## src/rtl/lss_pkg.sv

```systemverilog
package lss_pkg;
  localparam int SEED_W    = 4;
  localparam int SLOT_N    = 4;
  localparam int SLOT_T0   = 33;
  localparam int SLOT_STEP = 15;
  localparam int LOOP_AT   = 201;

  // Start tick of slot s, counted from time zero.
  function automatic int slot_start(input int s);
    return SLOT_T0 + s * SLOT_STEP;
  endfunction

  // Seed bit index carried by slot s: 3 first, then 0, 1, 2.
  function automatic int slot_bit(input int s);
    return (s == 0) ? SEED_W - 1 : s - 1;
  endfunction
endpackage

```

## src/rtl/lss_tick_gen.sv

```systemverilog
module lss_tick_gen #(
  parameter int CLK_PER_TICK = 4
) (
  input  logic clk,
  input  logic rst,
  input  logic clr,
  input  logic en,
  output logic tick
);
  localparam int PW = (CLK_PER_TICK > 2) ? $clog2(CLK_PER_TICK) : 1;
  localparam logic [PW-1:0] LAST = PW'(CLK_PER_TICK - 1);

  logic [PW-1:0] pre_q;

  assign tick = en && (pre_q == LAST);

  always_ff @(posedge clk) begin
    if (rst || clr)  pre_q <= '0;
    else if (tick)   pre_q <= '0;
    else if (en)     pre_q <= pre_q + 1'b1;
  end

  generate
    if (CLK_PER_TICK > 1) begin : g_gap
      assert_tick_spacing_R1 : assert property (@(posedge clk) disable iff (rst)
        tick |=> !tick);
    end
  endgenerate
endmodule

```

## src/rtl/lss_slot_decode.sv

```systemverilog
module lss_slot_decode #(
  parameter int CW          = 8,
  parameter int PULSE_TICKS = 3
) (
  input  logic                      clk,
  input  logic                      rst,
  input  logic                      run,
  input  logic [CW-1:0]             tick_cnt,
  input  logic [lss_pkg::SEED_W-1:0] seed,
  output logic                      dout
);
  import lss_pkg::*;

  logic [SLOT_N-1:0] slot_on;
  logic [SLOT_N-1:0] slot_hi;

  generate
    for (genvar s = 0; s < SLOT_N; s++) begin : g_slot
      localparam int T_BEG = slot_start(s);
      localparam int T_END = slot_start(s) + PULSE_TICKS;
      assign slot_on[s] = run && (int'(tick_cnt) >= T_BEG) && (int'(tick_cnt) < T_END);
      assign slot_hi[s] = slot_on[s] && seed[slot_bit(s)];
    end
  endgenerate

  assign dout = |slot_hi;

  assert_one_slot_R5 : assert property (@(posedge clk) disable iff (rst)
    $onehot0(slot_on));
  assert_zero_quiet_R6 : assert property (@(posedge clk) disable iff (rst)
    (dout == 1'b0) || ($countones(slot_hi) == 1));
endmodule

```

## src/rtl/lock_seed_sender.sv

```systemverilog
module lock_seed_sender #(
  parameter int CLK_PER_TICK  = 4,
  parameter int KEY_RST_TICKS = 2,
  parameter int PULSE_TICKS   = 3
) (
  input  logic       clk,
  input  logic       rst,
  input  logic       start_i,
  input  logic [3:0] seed_i,
  output logic       key_rst_o,
  output logic       dout_o,
  output logic       busy_o,
  output logic       loop_go_o
);
  import lss_pkg::*;

  localparam int CW = $clog2(LOOP_AT + 1);
  localparam logic [CW-1:0] LOOP_CNT = CW'(LOOP_AT);
  localparam logic [CW-1:0] RST_CNT  = CW'(KEY_RST_TICKS);

  logic              busy_q;
  logic [CW-1:0]     cnt_q;
  logic [SEED_W-1:0] seed_q;
  logic              tick;
  logic              accept;
  logic              at_loop;
  logic              dout_w;

  assign accept  = start_i && !busy_q;
  assign at_loop = busy_q && (cnt_q == LOOP_CNT);

  lss_tick_gen #(.CLK_PER_TICK(CLK_PER_TICK)) tick_i (
    .clk  (clk),
    .rst  (rst),
    .clr  (accept),
    .en   (busy_q),
    .tick (tick)
  );

  always_ff @(posedge clk) begin
    if (rst) begin
      busy_q <= 1'b0;
      cnt_q  <= '0;
      seed_q <= '0;
    end else if (accept) begin
      busy_q <= 1'b1;
      cnt_q  <= '0;
      seed_q <= seed_i;
    end else if (tick) begin
      if (at_loop) begin
        busy_q <= 1'b0;
        cnt_q  <= '0;
      end else begin
        cnt_q  <= cnt_q + 1'b1;
      end
    end
  end

  lss_slot_decode #(.CW(CW), .PULSE_TICKS(PULSE_TICKS)) slot_i (
    .clk      (clk),
    .rst      (rst),
    .run      (busy_q),
    .tick_cnt (cnt_q),
    .seed     (seed_q),
    .dout     (dout_w)
  );

  assign key_rst_o = busy_q && (cnt_q < RST_CNT);
  assign dout_o    = dout_w;
  assign busy_o    = busy_q;
  assign loop_go_o = at_loop;

  assert_start_arms_R2 : assert property (@(posedge clk) disable iff (rst)
    (start_i && !busy_o) |=> (busy_o && key_rst_o));
  assert_rst_quiet_line_R4 : assert property (@(posedge clk) disable iff (rst)
    key_rst_o |-> !dout_o);
  assert_loop_end_R7 : assert property (@(posedge clk) disable iff (rst)
    (loop_go_o && tick) |=> !busy_o);
  assert_busy_hold_R8 : assert property (@(posedge clk) disable iff (rst)
    (busy_o && start_i && !(loop_go_o && tick)) |=> (busy_o && $stable(seed_q)));
  assert_reset_idle_R10 : assert property (@(posedge clk)
    rst |=> !(busy_o || key_rst_o || dout_o || loop_go_o));
endmodule

```

## config.mk

```make
export PLATFORM = sky130hd
export DESIGN_NAME = lock_seed_sender
export DESIGN_NICKNAME = d
export VERILOG_FILES = /design/src/rtl/lss_pkg.sv /design/src/rtl/lss_tick_gen.sv /design/src/rtl/lss_slot_decode.sv /design/src/rtl/lock_seed_sender.sv
export SDC_FILE = /design/constraint.sdc
export NUM_CORES = 1
export LEC_CHECK = 0
export BUFFER_PORTS_ARGS = -buffer_cell sky130_fd_sc_hd__buf_4
export CAP_MARGIN = 10
export CORE_UTILIZATION = 60
export CTS_BUF_LIST = sky130_fd_sc_hd__clkbuf_8
export CTS_CLUSTER_SIZE = 10
export DETAILED_ROUTE_END_ITERATION = 16
export GPL_TIMING_DRIVEN = 0
export PLACE_DENSITY = 0.81
export RECOVER_POWER = 25
export SYNTH_ARGS = -nofsm -noshare
export SYNTH_HDL_FRONTEND = slang
export SYNTH_HIERARCHICAL = 1
export SYNTH_SLANG_ARGS = --single-unit
```

## constraint.sdc

```tcl
create_clock -name clk -period 2.3 [get_ports clk]
set_input_delay 0.23 -clock clk [delete_from_list [all_inputs] [get_ports clk]]
set_output_delay 0.23 -clock clk [all_outputs]
set_load 0.01 [all_outputs]
```

==> impl_metrics.toml, run 1 <==
[timing]
slew_headroom = 0.700
rsz0062_at_grt = "false"
finClkSkew_ns = 0.00336
finalSetupTns_ns = 0
report.final.slew_viol_count = 0
hold_viol_final = 0
fin_crit_ns = 1.88
hold_ws_ns = 0.211
post-route-period-util = 0.818
setup_viol_count_final = 0
worstMarginPinSlew_ns = 0.449
clock.fmax_ghz = 0.532

[grt]
grt_pass1_vias = 593
grt-ovfl-total = 0
grt_first_pass_wirelength_mm = 2.46
antenna_found_initial = 0
track_usage = 0.244
grt_max_degree = 12

[yosys]
ys_seq_area_frac = 0.361
synth_enable_flop_cells = 0
syn_area_sq_um = 831
ys_seq_elements = 15
yosysTopAreaCellShare = 0.361
async_flop_share = 0
synth_nets = 103
syn_inst = 93
netlist_top_cells_count = "dfxtp_1 (15), nor2_1 (15), nand4_1 (6)"
synth_area_leader_cell = "dfxtp_1"
ys.flop_type = "dfxtp_1"
ys.warnings.count = 6
synthTopCellsByArea = "dfxtp_1 (36%), nor2_1 (6.8%), mux2i_1 (4.8%)"
yosysUniqueCellTypes = 34
synth_area_per_cell_sq_um = 8.93

[pwr]
clkPwrFrac = 0.392
p_sw_frac = 0.218
peakVddDrop_v = 0.000479
p_sw_uw = 114
power_leakage_uw = 0.000369
seqPwrFrac = 0.523
combinationalPowerShare = 0.085
pwr_density_cell_nw_per_um2 = 545
p_int_uw = 408

[clock_network]
cts_inserted_buffers = 3
cts.sinks = 15
htree_levels = 1
post_cts_buffers = 0
path_clk_slew_ns = 0.06
clock_latency_ns = 0.24
cts_root_buf = "clkbuf_8"
cts-resized-gates = 0
ctsHoldBuffers = 0
cts_tree = "done"
cts_buffer_depth = 2

[die]
start_util = 0.638
design.die.area_sq_um = 1540
rows = 13
ios = 11
die_w_microns = 39.2
core_sq_um = 1300
die_y_microns = 39.2

[route]
first_pass_iters = 4
ant_nets = 0
wl_mm = 1.57
vias = 702
drt_iter0_drc = 17
viasPerCell = 5.75
drc = 0
routedWlPerCell_microns = 12.9

[place]
dp_hpwl_mm = 1.13
place_area_sq_um = 925
portBuffers = 10
place.gp.congestion = 0.771

[worst_setup_path]
timing.critical_path.buf_inv = 1
end_kind = "output pin"
crit_required_ns = 2.07
slowest_delay_ns = 0.55
path_cells = "or4b_1 -> o21ai_1 -> nand4_1 -> o311ai_1 -> buf_4"
critPathKind = "register to output pin"
critPathSlowestCell = "or4b_1"
cpLargestDelayFamily = "simple AND/OR/NAND/NOR gates"
cp.arrival_ns = 1.65
start_kind = "register"
path_max_fanout = 10

[flow_run]
cap_violations = 0

[final_layout]
nNetsFinal = 118
area_growth_pct = 15.2
antenna_cells = 0
drive_gt1_frac = 0.140
postLayoutCellArea_sq_um = 957
fill_cells = 115
final_core_util = 0.736
multi_input_area_sq_um = 495
seqCellArea_sq_um = 300

[status]
status = "completed"

[worst_hold_path]
worstHoldPathType = "input port to register"
-- through the flow --
stage	std cells	setup slack (ns)	total power, uW
6_report	122	0.419	522
3_3_place_gp	118	0.647	324
2_1_floorplan	93	0.747	306
4_1_cts	122	0.412	534
5_1_grt	122	0.345	545
3_5_place_dp	118	0.620	326
-- per-layer routing --
| layer | global-route usage | share of wire |
|---|---|---|
| met1 | 0.295 | 0.48 |
| met2 | 0.383 | 0.48 |
| met3 | 0.0405 | 0.029 |
| met4 | 0.172 | 0.0076 |
| met5 | 0 | 0 |
-- power groups by stage --
stage               clock (uW)  sequential [uW]  combinational (uW)
floorplan                    0              277                28.9
global placement             0              278                45.5
detailed placement           0              279                47.4
CTS                        214              273                47.6
global route               223              274                48.3
finish                     204              273                44.4
-- cell usage in the layout (no fill, tap or decap), drive strengths merged --
| cell type | n |
|---|---|
| clkinv | 1 |
| ha | 3 |
| nor2 | 15 |
| nand4bb | 1 |
| clkbuf | 4 |
| xor2 | 3 |
| a31oi | 1 |
| nand3b | 1 |
| o21ai | 5 |
| mux2i | 4 |
| xnor2 | 1 |
| a211oi | 4 |
| or3b | 1 |
| buf | 10 |
| and4b | 1 |
| nand4b | 1 |
| and2 | 1 |
| dfxtp | 15 |
| o311ai | 2 |
| a21oi | 4 |
| nor2b | 1 |
| nand2b | 3 |
| and2b | 1 |
| or3 | 3 |
| o211ai | 1 |
| inv | 4 |
| nand4 | 6 |
| nand2 | 3 |
| or4 | 1 |
| or4b | 2 |
| nand3 | 4 |
-- final timing paths --
| check | cells past startpoint | to | slack, ns | startpoint |
|---|---|---|---|---|
| setup / recovery | 5 | dout_o | 0.42 | cnt_q[2] |
| hold / removal | 2 | tick_i/pre_q[0] | 0.21 | rst |
| setup reg to reg | 3 | cnt_q[4] | 0.55 | cnt_q[2] |
| hold reg to reg | 2 | tick_i/pre_q[1] | 0.50 | tick_i/pre_q[1] |
-- state kept, by name, indices dropped and copies added (netlist names) --
signal        cells
cnt_q             8
seed_q            4
tick_i/pre_q      2
busy_o            1
-- layout make-up --
| type | count | share of cell area |
|---|---|---|
| buffer | 1 | 0.0118 |
| clock buffer | 3 | 0.0431 |
| clock inverter | 1 | 0.00392 |
| inverter | 4 | 0.0157 |
| multi-input combinational | 73 | 0.518 |
| sequential | 15 | 0.314 |
| tap | 15 | 0.0196 |
| timing repair buffer | 10 | 0.0745 |
-- cell families after synthesis --
group           Yosys count  synth area share
simple gates             45             0.316
compound gates           17             0.155
flops                    15             0.361
buf+inv                   5            0.0316
xor+xnor                  4            0.0422
mux                       4            0.0482
fa+ha+maj                 3            0.0452
Power figures use the tool's default switching activity.
==> run 2: changes to the inputs <==
Settings changed: ABC_AREA set to 1, CORE_UTILIZATION 60 to 59, PLACE_DENSITY 0.81 to 0.78.
Clock period 2.3 ns to 1.8 ns, I/O delays scaled along.
==> impl_metrics.toml, run 2 <==
[final_layout]
fill_cells = 136
drive_gt1_frac = 0.154
seqCellArea_sq_um = 300
area_growth_pct = 14.5
top_register = "cnt_q"
antenna_cells = 0
largest_reg_flops = 8
final_core_util = 0.726
multi_input_area_sq_um = 551
reg_top3 = "cnt_q x8, seed_q x4, tick_i/pre_q x2"
postLayoutCellArea_sq_um = 1090
final_cell_mix = "nand2_1 (54), inv_1 (25), nor2_1 (24)"
layout_commonest_cell = "nand2_1"
nNetsFinal = 186

[yosys]
synth_area_per_cell_sq_um = 5.93
synth_nets = 171
ys.warnings.count = 6
yosysTopAreaCellShare = 0.315
yosysUniqueCellTypes = 19
ys_seq_area_frac = 0.315
syn_inst = 161
ys.flop_type = "dfxtp_1"
synth.most_common_cell = "nand2_1"
synth_enable_flop_cells = 0
netlist_top_cells_count = "nand2_1 (54), inv_1 (25), nor2_1 (23)"
syn_area_sq_um = 955
async_flop_share = 0
synthTopCellsByArea = "dfxtp_1 (31%), nand2_1 (21%), inv_1 (9.8%)"
synth_area_leader_cell = "dfxtp_1"
ys_seq_elements = 15

[route]
ant_nets = 0
wl_mm = 1.95
drc = 0
wl_met3_microns = 50
wl_met1_microns = 924
first_pass_iters = 4
dr_wl_met2_microns = 949
highest_layer = "met4"
routedWlPerCell_microns = 10.2
vias = 955
viasPerCell = 5.00
drt_iter0_drc = 17

[worst_setup_path]
critPathSlowestCell = "dfxtp_1"
cp.arrival_ns = 1.47
crit_required_ns = 1.62
path_max_fanout = 7
start_kind = "register"
slowest_delay_ns = 0.49
end_kind = "output pin"
critPathKind = "register to output pin"
path_cells = "ha_1 -> nand2_1 -> nor4_1 -> buf_4"

[pwr]
pwr_density_cell_nw_per_um2 = 629
clkPwrFrac = 0.409
peakVddDrop_v = 0.000555
p_int_uw = 520
combinationalPowerShare = 0.081
seqPwrFrac = 0.510
p_sw_frac = 0.244
power_leakage_uw = 0.000527
p_sw_uw = 168

[place]
portBuffers = 10
place.gp.congestion = 0.889
dp_hpwl_mm = 1.45
place_area_sq_um = 1050

[flow_run]
cap_violations = 0

[timing]
setup_viol_count_final = 0
hold_ws_ns = 0.132
worstMarginPinSlew_ns = 0.465
finalSetupTns_ns = 0
fin_crit_ns = 1.65
post-route-period-util = 0.916
report.final.slew_viol_count = 0
hold_viol_final = 0
rsz0062_at_grt = "false"
clock.fmax_ghz = 0.606
slew_headroom = 0.689
finClkSkew_ns = 0.00184

[die]
rows = 14
die_y_microns = 42.2
start_util = 0.634
core_sq_um = 1510
ios = 11
design.die.area_sq_um = 1780
die_w_microns = 42.2

[grt]
track_usage = 0.253
grt_pass1_vias = 827
grt_max_degree = 14
grt_first_pass_wirelength_mm = 3.45
antenna_found_initial = 0
grt-ovfl-total = 0

[clock_network]
path_clk_slew_ns = 0.06
cts-resized-gates = 0
post_cts_buffers = 0
cts.sinks = 15
cts_inserted_buffers = 3
cts_tree = "done"
cts_buffer_depth = 2
ctsHoldBuffers = 0
cts_root_buf = "clkbuf_8"
clock_latency_ns = 0.25
htree_levels = 1

[worst_hold_path]
worstHoldPathType = "input port to register"

[status]
status = "completed"
==> run 2: changes by cell type in the layout (fill, tap and decap cells not counted), sizes merged, moves of 3 or more <==
cell	change
mux2i	-4
nand4	-5
a21oi	+3
a211oi	-4
nor2	+19
nand2	+52
or3	-3
nand2b	-3
o21ai	-4
nand3	+9
inv	+22
==> run 2: logic make-up (layout without fill, tap and decap cells) <==
family,Yosys count,in the layout,synth area share
compound gates,8,8,0.0419
xor+xnor,2,2,0.0184
fa+ha+maj,3,3,0.0393
buf+inv,27,41,0.106
flops,15,15,0.315
simple gates,106,106,0.480
==> run 2: critical path: cells and delay by family (launching register included) <==
kind | cells | cell delay, ns
adders and majority gates | 1 | 0.20
buffers and inverters | 1 | 0.17
and+or+nand+nor | 2 | 0.35
DFF | 1 | 0.49
==> run 2: area by class of cell <==
| class | count | area share |
|---|---|---|
| inverter | 27 | 0.0927 |
| clock inverter | 1 | 0.00458 |
| sequential | 15 | 0.275 |
| timing repair buffer | 10 | 0.0686 |
| tap | 16 | 0.0183 |
| clock buffer | 3 | 0.0378 |
| multi-input combinational | 119 | 0.503 |
==> run 2: final timing paths <==
| check | endpoint | depth (start not counted) | slack (ns) | from |
|---|---|---|---|---|
| setup reg to reg | cnt_q[3] | 6 | 0.25 | busy_o |
| setup / recovery | loop_go_o | 4 | 0.15 | cnt_q[0] |
| hold reg to reg | seed_q[2] | 2 | 0.46 | seed_q[2] |
| hold / removal | seed_q[1] | 2 | 0.13 | rst |
==> run 2: power by group through the flow <==
| stage | clock network (uW) | logic [uW] | registers (uW) |
|---|---|---|---|
| 2_1_floorplan | 0 | 31.7 | 356 |
| 3_3_place_gp | 0 | 52.7 | 358 |
| 3_5_place_dp | 0 | 55.3 | 358 |
| 4_1_cts | 288 | 56.4 | 351 |
| 5_1_grt | 301 | 61.5 | 352 |
| 6_report | 281 | 55.7 | 351 |
==> run 2: through the flow <==
stage | worst slack (ns) | power, uW | instances
finish | 0.151 | 688 | 191
global route | 0.0247 | 714 | 191
floorplan | 0.463 | 388 | 161
CTS | 0.142 | 695 | 191
detailed placement | 0.270 | 414 | 187
global placement | 0.270 | 411 | 187
==> run 2: layer usage <==
metal	track usage	up-vias
li1	-	517
met1	0.346	427
met2	0.385	9
met3	0.0517	2
met4	0.113	0
met5	0	-
==> run 3: changes to the inputs <==
Settings changed: PLACE_DENSITY 0.78 to 0.86.
Clock period 1.8 ns to 1.63 ns, I/O delays scaled along.
==> impl_metrics.toml, run 3 (synthesis results as in run 2) <==
[final_layout]
area_growth_pct = 15.7
antenna_cells = 0
nNetsFinal = 186
largest_reg_flops = 8
final_core_util = 0.733
fill_cells = 128
seqCellArea_sq_um = 305
reg_top3 = "cnt_q x8, seed_q x4, tick_i/pre_q x2"
drive_gt1_frac = 0.171
final_cell_mix = "nand2_1 (54), inv_1 (26), nor2_1 (24)"
postLayoutCellArea_sq_um = 1100
top_register = "cnt_q"
multi_input_area_sq_um = 562
layout_commonest_cell = "nand2_1"

[grt]
grt_pass1_vias = 867
grt-ovfl-total = 0
grt_max_degree = 14
track_usage = 0.253
antenna_found_initial = 0
grt_first_pass_wirelength_mm = 3.48

[timing]
finalSetupTns_ns = 0
post-route-period-util = 0.929
finClkSkew_ns = 0.000919
layout_setup_ws_ns = 0.116
fin_crit_ns = 1.51
slew_headroom = 0.730
setup_viol_count_final = 0
rsz0062_at_grt = "false"
report.final.slew_viol_count = 0
worstMarginPinSlew_ns = 0.404
clock.fmax_ghz = 0.661
hold_viol_final = 0

[place]
place.gp.congestion = 0.916
preCtsSetupSlack_ns = 0.119
dp_hpwl_mm = 1.45
portBuffers = 10
place_area_sq_um = 1050

[worst_setup_path]
r2r_start = "busy_o"
r2r_slack_ns = 0.25
crit_start = "cnt_q[1]"
crit_end = "loop_go_o"
reg2reg_to = "cnt_q[7]"
cp.arrival_ns = 1.35
r2r_cells = 8
path_max_fanout = 7
crit_required_ns = 1.47
end_kind = "output pin"
start_kind = "register"
critPathKind = "register to output pin"

[pwr]
pwr_density_cell_nw_per_um2 = 672
power_leakage_uw = 0.000529
finalPower_uw = 743
peakVddDrop_v = 0.000525

[die]
die_w_microns = 42.2
design.die.area_sq_um = 1780
die_y_microns = 42.2
core_sq_um = 1510
start_util = 0.634
rows = 14
ios = 11

[clock_network]
path_clk_slew_ns = 0.06
ctsHoldBuffers = 0
cts_root_buf = "clkbuf_8"
cts_inserted_buffers = 3
cts_tree = "done"
cts.sinks = 15
htree_levels = 1
cts_buffer_depth = 2
clock_latency_ns = 0.24

[route]
vias = 970
wl_mm = 2.08
routedWlPerCell_microns = 10.9
drt_iter0_drc = 33
ant_nets = 0
viasPerCell = 5.08
first_pass_iters = 4
drc = 0

[status]
status = "completed"

[flow_run]
cap_violations = 0

[worst_hold_path]
worstHoldPathType = "input port to register"
## run 3: timing repair
item | in CTS | in global routing
endpoints found under the setup margin | 1 | 2
pin swaps | 0 | 0
gates resized for setup | 2 | 4
gates cloned | 0 | 0
setup buffers | 0 | 0
## run 3: cell type report
cell class / count / area share
tap: 16 / 0.0181
sequential: 15 / 0.276
timing repair buffer: 10 / 0.0646
clock inverter: 1 / 0.00340
multi-input combinational: 119 / 0.508
inverter: 27 / 0.0917
clock buffer: 3 / 0.0374
## run 3: through the flow
step           hold WS [ns]  cells
2_1_floorplan         0.232    161
3_3_place_gp          0.374    187
3_5_place_dp          0.378    187
4_1_cts               0.126    191
5_1_grt               0.127    191
6_report              0.130    191
## run 3: worst min-delay path by stage
| stage | start | endpoint | slack [ns] | cells past startpoint |
|---|---|---|---|---|
| finish | rst | seed_q[2] | 0.13 | 2 |
| global route | rst | seed_q[1] | 0.13 | 2 |
| CTS | rst | seed_q[1] | 0.13 | 2 |
| detailed placement | rst | seed_q[1] | 0.38 | 2 |
| global placement | rst | seed_q[2] | 0.37 | 2 |
| floorplan | rst | seed_q[0] | 0.23 | 1 |
## run 3: critical path, stage by stage, from the launching register on
cell	delay, ns
dfxtp_2	0.35
inv_1	0.08
ha_1	0.14
nand2_1	0.09
nor4_2	0.28
buf_4	0.16
## run 3: report_power, final
group	internal, uW	switching (uW)
sequential	377	10.7
combinational	26.4	34.1
clock	167	128
total	570	173
## run 3: routing by layer
metal  track usage  share of wire  vias to the layer above
met5             0              0                        -
met3        0.0431          0.048                        4
met2         0.388           0.47                       34
met1         0.326           0.47                      419
li1              -              -                      513
met4         0.163          0.016                        0
